[src/rtl/ipp_pkg.sv]
package ipp_pkg;
  localparam int PRIO_LEVELS = 8;
  localparam int REG_W       = 8;
  localparam logic [REG_W-1:0] PIPR_EMPTY = '1;
  localparam int STAT_EO_BIT = 7;

  typedef enum logic [1:0] {
    SEL_PEND = 2'd0,
    SEL_PIPR = 2'd1,
    SEL_CPPR = 2'd2,
    SEL_STAT = 2'd3
  } rd_sel_e;
endpackage

[src/rtl/ipp_lzc.sv]
// Leading-zero count over the pending bitmap; all-zero yields all ones.
module ipp_lzc #(
  parameter int LEVELS = ipp_pkg::PRIO_LEVELS,
  parameter int W      = ipp_pkg::REG_W
) (
  input  logic [LEVELS-1:0] vec,
  output logic [W-1:0]      cnt
);
  always_comb begin
    cnt = '1;
    // Higher bits are visited last, so the most favored level wins.
    for (int i = 0; i < LEVELS; i++) begin
      if (vec[i]) cnt = W'(LEVELS - 1 - i);
    end
  end
endmodule

[src/rtl/ipp_pend_buf.sv]
// Pending bitmap with registered most-favored priority.
module ipp_pend_buf #(
  parameter int LEVELS = ipp_pkg::PRIO_LEVELS,
  parameter int W      = ipp_pkg::REG_W
) (
  input  logic              clk,
  input  logic              rst_n,
  input  logic              ev_fire,
  input  logic [W-1:0]      ev_prio,
  output logic              ev_lands,
  output logic [LEVELS-1:0] pend_q,
  output logic [W-1:0]      pipr_q,
  output logic [W-1:0]      pipr_nxt
);
  logic [LEVELS-1:0] set_vec;
  logic [LEVELS-1:0] pend_nxt;

  // Level p maps to bit LEVELS-1-p; out-of-range priorities decode to nothing.
  for (genvar g = 0; g < LEVELS; g++) begin : g_dec
    assign set_vec[g] = ev_fire && (ev_prio == W'(LEVELS - 1 - g));
  end

  assign ev_lands = |set_vec;
  assign pend_nxt = pend_q | set_vec;

  ipp_lzc #(.LEVELS(LEVELS), .W(W)) u_lzc (
    .vec (pend_nxt),
    .cnt (pipr_nxt)
  );

  always_ff @(posedge clk or negedge rst_n) begin
    if (!rst_n) begin
      pend_q <= '0;
      pipr_q <= '1;
    end else begin
      pend_q <= pend_nxt;
      pipr_q <= pipr_nxt;
    end
  end
endmodule

[src/rtl/ipp_cppr_reg.sv]
// Current processor priority with range check on writes.
module ipp_cppr_reg #(
  parameter int LEVELS = ipp_pkg::PRIO_LEVELS,
  parameter int W      = ipp_pkg::REG_W
) (
  input  logic         clk,
  input  logic         rst_n,
  input  logic         we,
  input  logic [W-1:0] wdata,
  output logic         wr_ok,
  output logic [W-1:0] cppr_q,
  output logic [W-1:0] cppr_nxt
);
  assign wr_ok    = we && (wdata < W'(LEVELS));
  assign cppr_nxt = wr_ok ? wdata : cppr_q;

  always_ff @(posedge clk or negedge rst_n) begin
    if (!rst_n) cppr_q <= '0;
    else        cppr_q <= cppr_nxt;
  end
endmodule

[src/rtl/ipp_notify.sv]
// Sticky exception flag, re-evaluated on each accepted update.
module ipp_notify #(
  parameter int W = ipp_pkg::REG_W
) (
  input  logic         clk,
  input  logic         rst_n,
  input  logic         trig,
  input  logic [W-1:0] pipr_nxt,
  input  logic [W-1:0] cppr_nxt,
  output logic         eo_q
);
  logic fire;
  assign fire = trig && (pipr_nxt < cppr_nxt);

  always_ff @(posedge clk or negedge rst_n) begin
    if (!rst_n)    eo_q <= 1'b0;
    else if (fire) eo_q <= 1'b1;
  end
endmodule

[src/rtl/irq_prio_presenter.sv]
module irq_prio_presenter
  import ipp_pkg::*;
#(
  parameter int LEVELS = PRIO_LEVELS,
  parameter int W      = REG_W
) (
  input  logic         clk,
  input  logic         rst_n,
  input  logic         ev_valid,
  output logic         ev_ready,
  input  logic [W-1:0] ev_prio,
  input  logic         cppr_we,
  input  logic [W-1:0] cppr_wdata,
  input  logic [1:0]   rd_sel,
  output logic [W-1:0] rd_data,
  output logic         irq
);
  logic              ev_fire;
  logic              ev_lands;
  logic [LEVELS-1:0] pend_q;
  logic [W-1:0]      pipr_q;
  logic [W-1:0]      pipr_nxt;
  logic              cppr_ok;
  logic [W-1:0]      cppr_q;
  logic [W-1:0]      cppr_nxt;
  logic              eo_q;
  logic [W-1:0]      stat;

  assign ev_ready = 1'b1;
  assign ev_fire  = ev_valid && ev_ready;

  ipp_pend_buf #(.LEVELS(LEVELS), .W(W)) u_pend (
    .clk      (clk),
    .rst_n    (rst_n),
    .ev_fire  (ev_fire),
    .ev_prio  (ev_prio),
    .ev_lands (ev_lands),
    .pend_q   (pend_q),
    .pipr_q   (pipr_q),
    .pipr_nxt (pipr_nxt)
  );

  ipp_cppr_reg #(.LEVELS(LEVELS), .W(W)) u_cppr (
    .clk      (clk),
    .rst_n    (rst_n),
    .we       (cppr_we),
    .wdata    (cppr_wdata),
    .wr_ok    (cppr_ok),
    .cppr_q   (cppr_q),
    .cppr_nxt (cppr_nxt)
  );

  ipp_notify #(.W(W)) u_notify (
    .clk      (clk),
    .rst_n    (rst_n),
    .trig     (ev_lands || cppr_ok),
    .pipr_nxt (pipr_nxt),
    .cppr_nxt (cppr_nxt),
    .eo_q     (eo_q)
  );

  always_comb begin
    stat = '0;
    stat[STAT_EO_BIT] = eo_q;
  end

  always_comb begin
    case (rd_sel_e'(rd_sel))
      SEL_PEND: rd_data = W'(pend_q);
      SEL_PIPR: rd_data = pipr_q;
      SEL_CPPR: rd_data = cppr_q;
      default:  rd_data = stat;
    endcase
  end

  assign irq = eo_q;
endmodule

[config.mk]
export PLATFORM = sky130hd
export DESIGN_NAME = irq_prio_presenter
export DESIGN_NICKNAME = d
export VERILOG_FILES = /design/src/rtl/ipp_pkg.sv /design/src/rtl/ipp_lzc.sv /design/src/rtl/ipp_pend_buf.sv /design/src/rtl/ipp_cppr_reg.sv /design/src/rtl/ipp_notify.sv /design/src/rtl/irq_prio_presenter.sv
export SDC_FILE = /design/constraint.sdc
export NUM_CORES = 1
export LEC_CHECK = 0
export BUFFER_PORTS_ARGS = -buffer_cell sky130_fd_sc_hd__buf_2
export CORE_MARGIN = 2
export CORE_UTILIZATION = 35
export CTS_CLUSTER_DIAMETER = 150
export CTS_CLUSTER_SIZE = 12
export DETAILED_ROUTE_END_ITERATION = 10
export SLEW_MARGIN = 0
export SYNTH_ARGS = -nofsm -noshare
export SYNTH_HDL_FRONTEND = slang
export SYNTH_HIERARCHICAL = 1
export SYNTH_SLANG_ARGS = --single-unit
[constraint.sdc]
create_clock -name clk -period 2.2 [get_ports clk]
set_clock_uncertainty 0.2 [all_clocks]
set_input_delay 0.33 -clock clk [delete_from_list [all_inputs] [get_ports clk]]
set_output_delay 0.33 -clock clk [all_outputs]
set_load 0.05 [all_outputs]
After elaboration in Yosys (flattened, before gate mapping)
Index checks and enable logic that the tools add are counted.
{"block": "classes", "magnitude_cmp": 2, "eq_ne": 9, "mux": 10, "bitwise_logic": 1, "n_reduce_logical": 14}
{"cell": "8-bit two-way mux", "count": 9}
{"cell": "8-bit by 3-bit equality test with 1-bit output, second input constant", "count": 4}
{"cell": "8-bit one-hot mux with 3 select lines", "count": 1}
{"cell": "8-bit by 2-bit equality test with 1-bit output, second input constant", "count": 2}
{"cell": "1-bit logical AND", "count": 10}
{"cell": "8-bit by 1-bit equality test with 1-bit output, second input constant", "count": 1}
{"cell": "8-bit zero test", "count": 1}
{"cell": "8-bit by 4-bit < comparator with 1-bit output, second input constant", "count": 1}
{"cell": "8-bit < comparator", "count": 1}
{"cell": "8-bit OR", "count": 1}
{"cell": "8-bit OR reduction", "count": 1}
{"cell": "2-bit by 1-bit equality test with 1-bit output, second input constant", "count": 1}
{"cell": "2-bit equality test, second input constant", "count": 1}
{"cell": "2-bit zero test", "count": 1}
{"cell": "1-bit logical OR", "count": 1}
{"block": "totals", "ff_bits": 25, "inputBits": 22, "out_inout_bits": 10, "wordCells": 40}

Longest topological paths before layout
{"block": "logic_depth", "word_depth": 13, "mapped_depth": 10, "depth_no_buf": 9}

Modules after synthesis
Netlist, hierarchy kept.
{"mod": "ipp_pend_buf", "n_inst": 1, "cells_per_inst": 40, "area_per_inst_um2": 565.5, "seq_area_each_um2": 410.4}
{"mod": "ipp_cppr_reg", "n_inst": 1, "cells_per_inst": 20, "area_per_inst_um2": 325.3, "seq_area_each_um2": 200.2}
{"mod": "ipp_notify", "n_inst": 1, "cells_per_inst": 28, "area_per_inst_um2": 215.2, "seq_area_each_um2": 25.0}
{"mod": "irq_prio_presenter", "n_inst": 1, "cells_per_inst": 22, "area_per_inst_um2": 198.9, "seq_area_each_um2": 0.0}
{"mod": "ipp_lzc", "n_inst": 1, "cells_per_inst": 15, "area_per_inst_um2": 92.6, "seq_area_each_um2": 0.0}

Worst setup path after synthesis
No wires, ideal clock.
{"block": "synth_timing", "kind": "input-to-reg", "start": "in ev_prio[5]", "end": "reg u_notify.eo_q", "setup_time_ps": 87, "t_arrival_ps": 2757, "t_required_ps": 1913, "slack_ps": -844, "stages": 10, "n_path_buf": 2, "path_cell_list": "or4_4 -> buf_6 -> o41ai_1 -> nor4_2 -> and3_1 -> buf_4 -> ha_1 -> a211oi_2 -> o21ai_1 -> a22oi_1"}
{"block": "synth_between", "word_cells_on_any_way": 29, "classes_between": "1 x order compare; 7 x eq/ne; 8 x mux; 1 x bitwise; 12 x reduce/logical"}
{"item": "start: declaration", "line": "irq_prio_presenter.sv:11", "rtl": "input logic [W-1:0] ev_prio,"}
{"item": "8-bit zero test", "line": "ipp_pend_buf.sv:20", "rtl": "assign set_vec[g] = ev_fire && (ev_prio == W'(LEVELS - 1 - g));"}
{"item": "1-bit logical AND", "line": "ipp_pend_buf.sv:20"}
{"item": "8-bit OR", "line": "ipp_pend_buf.sv:24", "rtl": "assign pend_nxt = pend_q | set_vec;"}
{"item": "via u_pend.pend_nxt[7]", "line": "ipp_pend_buf.sv:16", "rtl": "logic [LEVELS-1:0] pend_nxt;"}
{"item": "8-bit two-way mux", "line": "ipp_lzc.sv:13", "rtl": "if (vec[i]) cnt = W'(LEVELS - 1 - i);"}
{"item": "via pipr_nxt[2]", "line": "irq_prio_presenter.sv:22", "rtl": "logic [W-1:0] pipr_nxt;"}
{"item": "8-bit < comparator", "line": "ipp_notify.sv:13", "rtl": "assign fire = trig && (pipr_nxt < cppr_nxt);"}
{"item": "1-bit logical AND", "line": "ipp_notify.sv:13"}
{"item": "end signal: assignment", "line": "ipp_notify.sv:16", "rtl": "if (!rst_n) eo_q <= 1'b0;"}
{"item": "end signal: assignment", "line": "ipp_notify.sv:17", "rtl": "else if (fire) eo_q <= 1'b1;"}
{"item": "end: declaration", "line": "ipp_notify.sv:10", "rtl": "output logic eo_q"}
The timed path passes the listed nets, and every way through them passes these cells.
A chain may end at the register's enable or synchronous reset.

Worst setup path in the final report
Same ends and word-level chain as after synthesis.

==> reports/metrics.cfg <==
[sta]
fin_crit_sh_pct = 113.2
setup_slack_ns = -0.2899
worstMarginPinSlew_ns = 0.5545
hold_viol = 0
timing.fmax_mhz = 401.6
grt_setup_unrepaired = yes
slew_violations = 0
finalHoldWorstSlack_ns = 0.1053
min_period_ns = 2.490
setup_viol = 1
maxSlewHeadroom_pct = 63.04

[clock_tree]
cts_buffers = 3
cts_tree = done
path_clk_slew_ns = 0.09
cts.htree.levels = 1
clock-sinks = 25
clkLatencyLatePin_ns = 0.27
cts_buffer_depth = 2
cts_root_buffer = clkbuf_8

[power_and_ir_drop]
ir_worst_vdd_v = 0.0003931
p_leak_nw = 0.9180
powerDensity_mw_per_mm2 = 488.9

[critical_path]
crit_slowest_cell = or4_4
regToRegSetupSlack_ns = -0.15
crit_type = input port to register
rr_worst_depth = 8
startpoint = ev_prio[5]
cp_max_fo = 7
endpoint_kind = register
required_ns = 2.18
path_cells = buf_6 > or4_4 > o41ai_4 > nor4_2 > and3_4 > ha_4 > a211oi_2 > o21ai_1 > a22oi_1
worst_setup_path_start_kind = input port
worstPathArrival_ns = 2.47
reg2reg_to = u_notify/eo_q
slowest_delay_ns = 0.62
cp.buffers_inverters = 1
r2r_start = u_pend/pend_q[5]
cp_top_family = simple AND/OR/NAND/NOR gates

[die]
dieArea_mm2 = 0.004515
ioPinCount = 32
die_w_um = 67.19
num_rows = 22
fp.dieH_um = 67.19
core_region_area_mm2 = 0.003744
start_util_pct = 37.33

[placement]
gp_congestion = 0.8037
place_worst_setup_slack_ns = -0.7561
port_buffers = 30
dp_hpwl_um = 2521

[route]
drt_iter0_markers = 38
avgViaCountPerCell = 4.792
drtAntennaViolNets = 0
vias = 1059
wl_per_cell_um = 15.26
first_pass_iters = 4
drc = 0
routed_wl_um = 3373

[cells_and_area]
synthToLayoutAreaGrowth_pct = 36.53
nNetsFinal = 203
diodes = 0
drive_gt1_share_pct = 53.76

[global_routing]
grt_antenna_before_repair = 0
grt_max_degree = 26
grt_pass1_wl_um = 5437
grt_pass1_vias = 1148
grt-ovfl-total = 0
grt_use_total_pct = 16.35

[synthesis]
synth.top_cell.area_share_pct = 30.44
synth-seq-cells = 25
synth_top_family_by_area = simple AND/OR/NAND/NOR gates
ys.flop_type = dfrtp_1
synth_area_leader_cell = dfrtp_1
synth_edf_count = 0
yosysMostFrequentCell = inv_1
netlist_area_mm2 = 0.001398
synthTopCellsByArea = dfrtp_1, dfstp_2, ha_1
yosys_warnings = 6
synth_common_cells = inv_1, dfrtp_1, dfstp_2
synth-simple-area-share_pct = 14.95
synthAdderAreaFrac_pct = 6.267
synthArstFlopShare_pct = 100.0
synth.area.mux_share_pct = 9.848
syn_inst = 125
ys_types = 36
avgSynthCellArea_um2 = 11.18
synth_xor_area_share_pct = 0
synth.yosys.seq_area_share_pct = 45.48
synth-compound-area-share_pct = 13.07
syn_nets = 154

[hold_path]
hold_end = u_cppr/cppr_q[1]
hold_path_class = input port to register
hold_depth = 2
min_from = cppr_wdata[1]

[status]
status = finished, violations left
violations = negative setup slack

[flow_run]
cap_viol_max_count = 0

[state kept, by name, summed over array words and instances, names as in the netlist]
signal	cells
u_cppr/cppr_q	8
u_notify/eo_q	1
u_pend/pend_q	8
u_pend/pipr_q	8
[placed cells by master, fill, tap and decap left out, drive strengths merged, types with 4 or more instances in the layout]
master,synthesis,final
mux2i,7,7
inv,19,19
buf,9,51
o2bb2ai,7,7
dfstp,8,8
o31ai,6,6
ha,7,7
nor2,5,5
o21ai,4,4
and2,5,5
dfrtp,17,17
[worst max path at each step]
stage                          endpoint  slack, ns  cells after the start
final                     u_notify/eo_q      -0.29                      9
after global routing      u_notify/eo_q      -0.39                      9
after CTS                 u_notify/eo_q      -0.29                      9
after detailed placement  u_notify/eo_q      -0.76                      9
after global placement    u_notify/eo_q      -0.67                      9
after floorplan           u_notify/eo_q      -0.51                     10
[final cells by class]
| type | count | area (um^2) |
|---|---|---|
| inverters | 19 | 71.32 |
| well taps | 48 | 60.06 |
| multi-input cells | 73 | 770.7 |
| clock buffers | 3 | 41.29 |
| clock inverters | 1 | 5.005 |
| fillers | 339 | 1836 |
| repair buffers | 52 | 324.1 |
| flip-flops and latches | 25 | 635.6 |
[stage by stage]
stage	cells	setup TNS, ns	total power [mW]	utilization [%]	instance area, um^2
after floorplan	125	-0.5087	0.6073	-	1498
after global placement	212	-1.186	0.6627	47.16	1765
after detailed placement	212	-1.402	0.6682	47.16	1765
after CTS	221	-0.2853	0.9423	50.84	1903
after global routing	221	-0.3917	0.9809	50.97	1908
final	221	-0.2899	0.9329	50.97	1908
[power by group]
group | total, mW | internal (mW) | leakage, nW | switching [mW]
Sequential | 0.481 | 0.472 | 0.274 | 0.00872
Combinational | 0.186 | 0.0718 | 0.618 | 0.115
Clock | 0.265 | 0.126 | 0.0255 | 0.139
[worst register-to-register path, delay by kind of cell (launching register included)]
family	cells	cell delay (ns)
buffers and inverters	1	0.11
adder cells (fa/ha/maj)	1	0.23
AO/OA/AOI/OAI	4	0.59
flip-flops	1	0.41
AND/OR/NAND/NOR	2	0.73
[logic make-up after synthesis]
family          count (synthesis)
simple gates                   29
buf+inv                        28
flops                          25
compound gates                 24
mux                            11
fa+ha+maj                       7
other cells                     1
[layer usage]
layer / global-route usage, % / share of wire, % / vias to the layer above
met2: 28.09 / 50 / 26
met5: 0 / 0 / -
met1: 20.77 / 44 / 499
li1: - / - / 528
met4: 3.571 / 1.7 / 0
met3: 4.167 / 4.5 / 6
[timing repair]
action / CTS / global route
pin swaps: 3 / 1
endpoints found under the hold margin: 17 / 0
hold buffers: 1 / 0
gates cloned: 1 / 0
buffers inserted: 3 / 0
setup endpoints to repair: 1 / 1
resized for setup: 8 / 1
No activity file was read; power rests on OpenSTA's default activity.
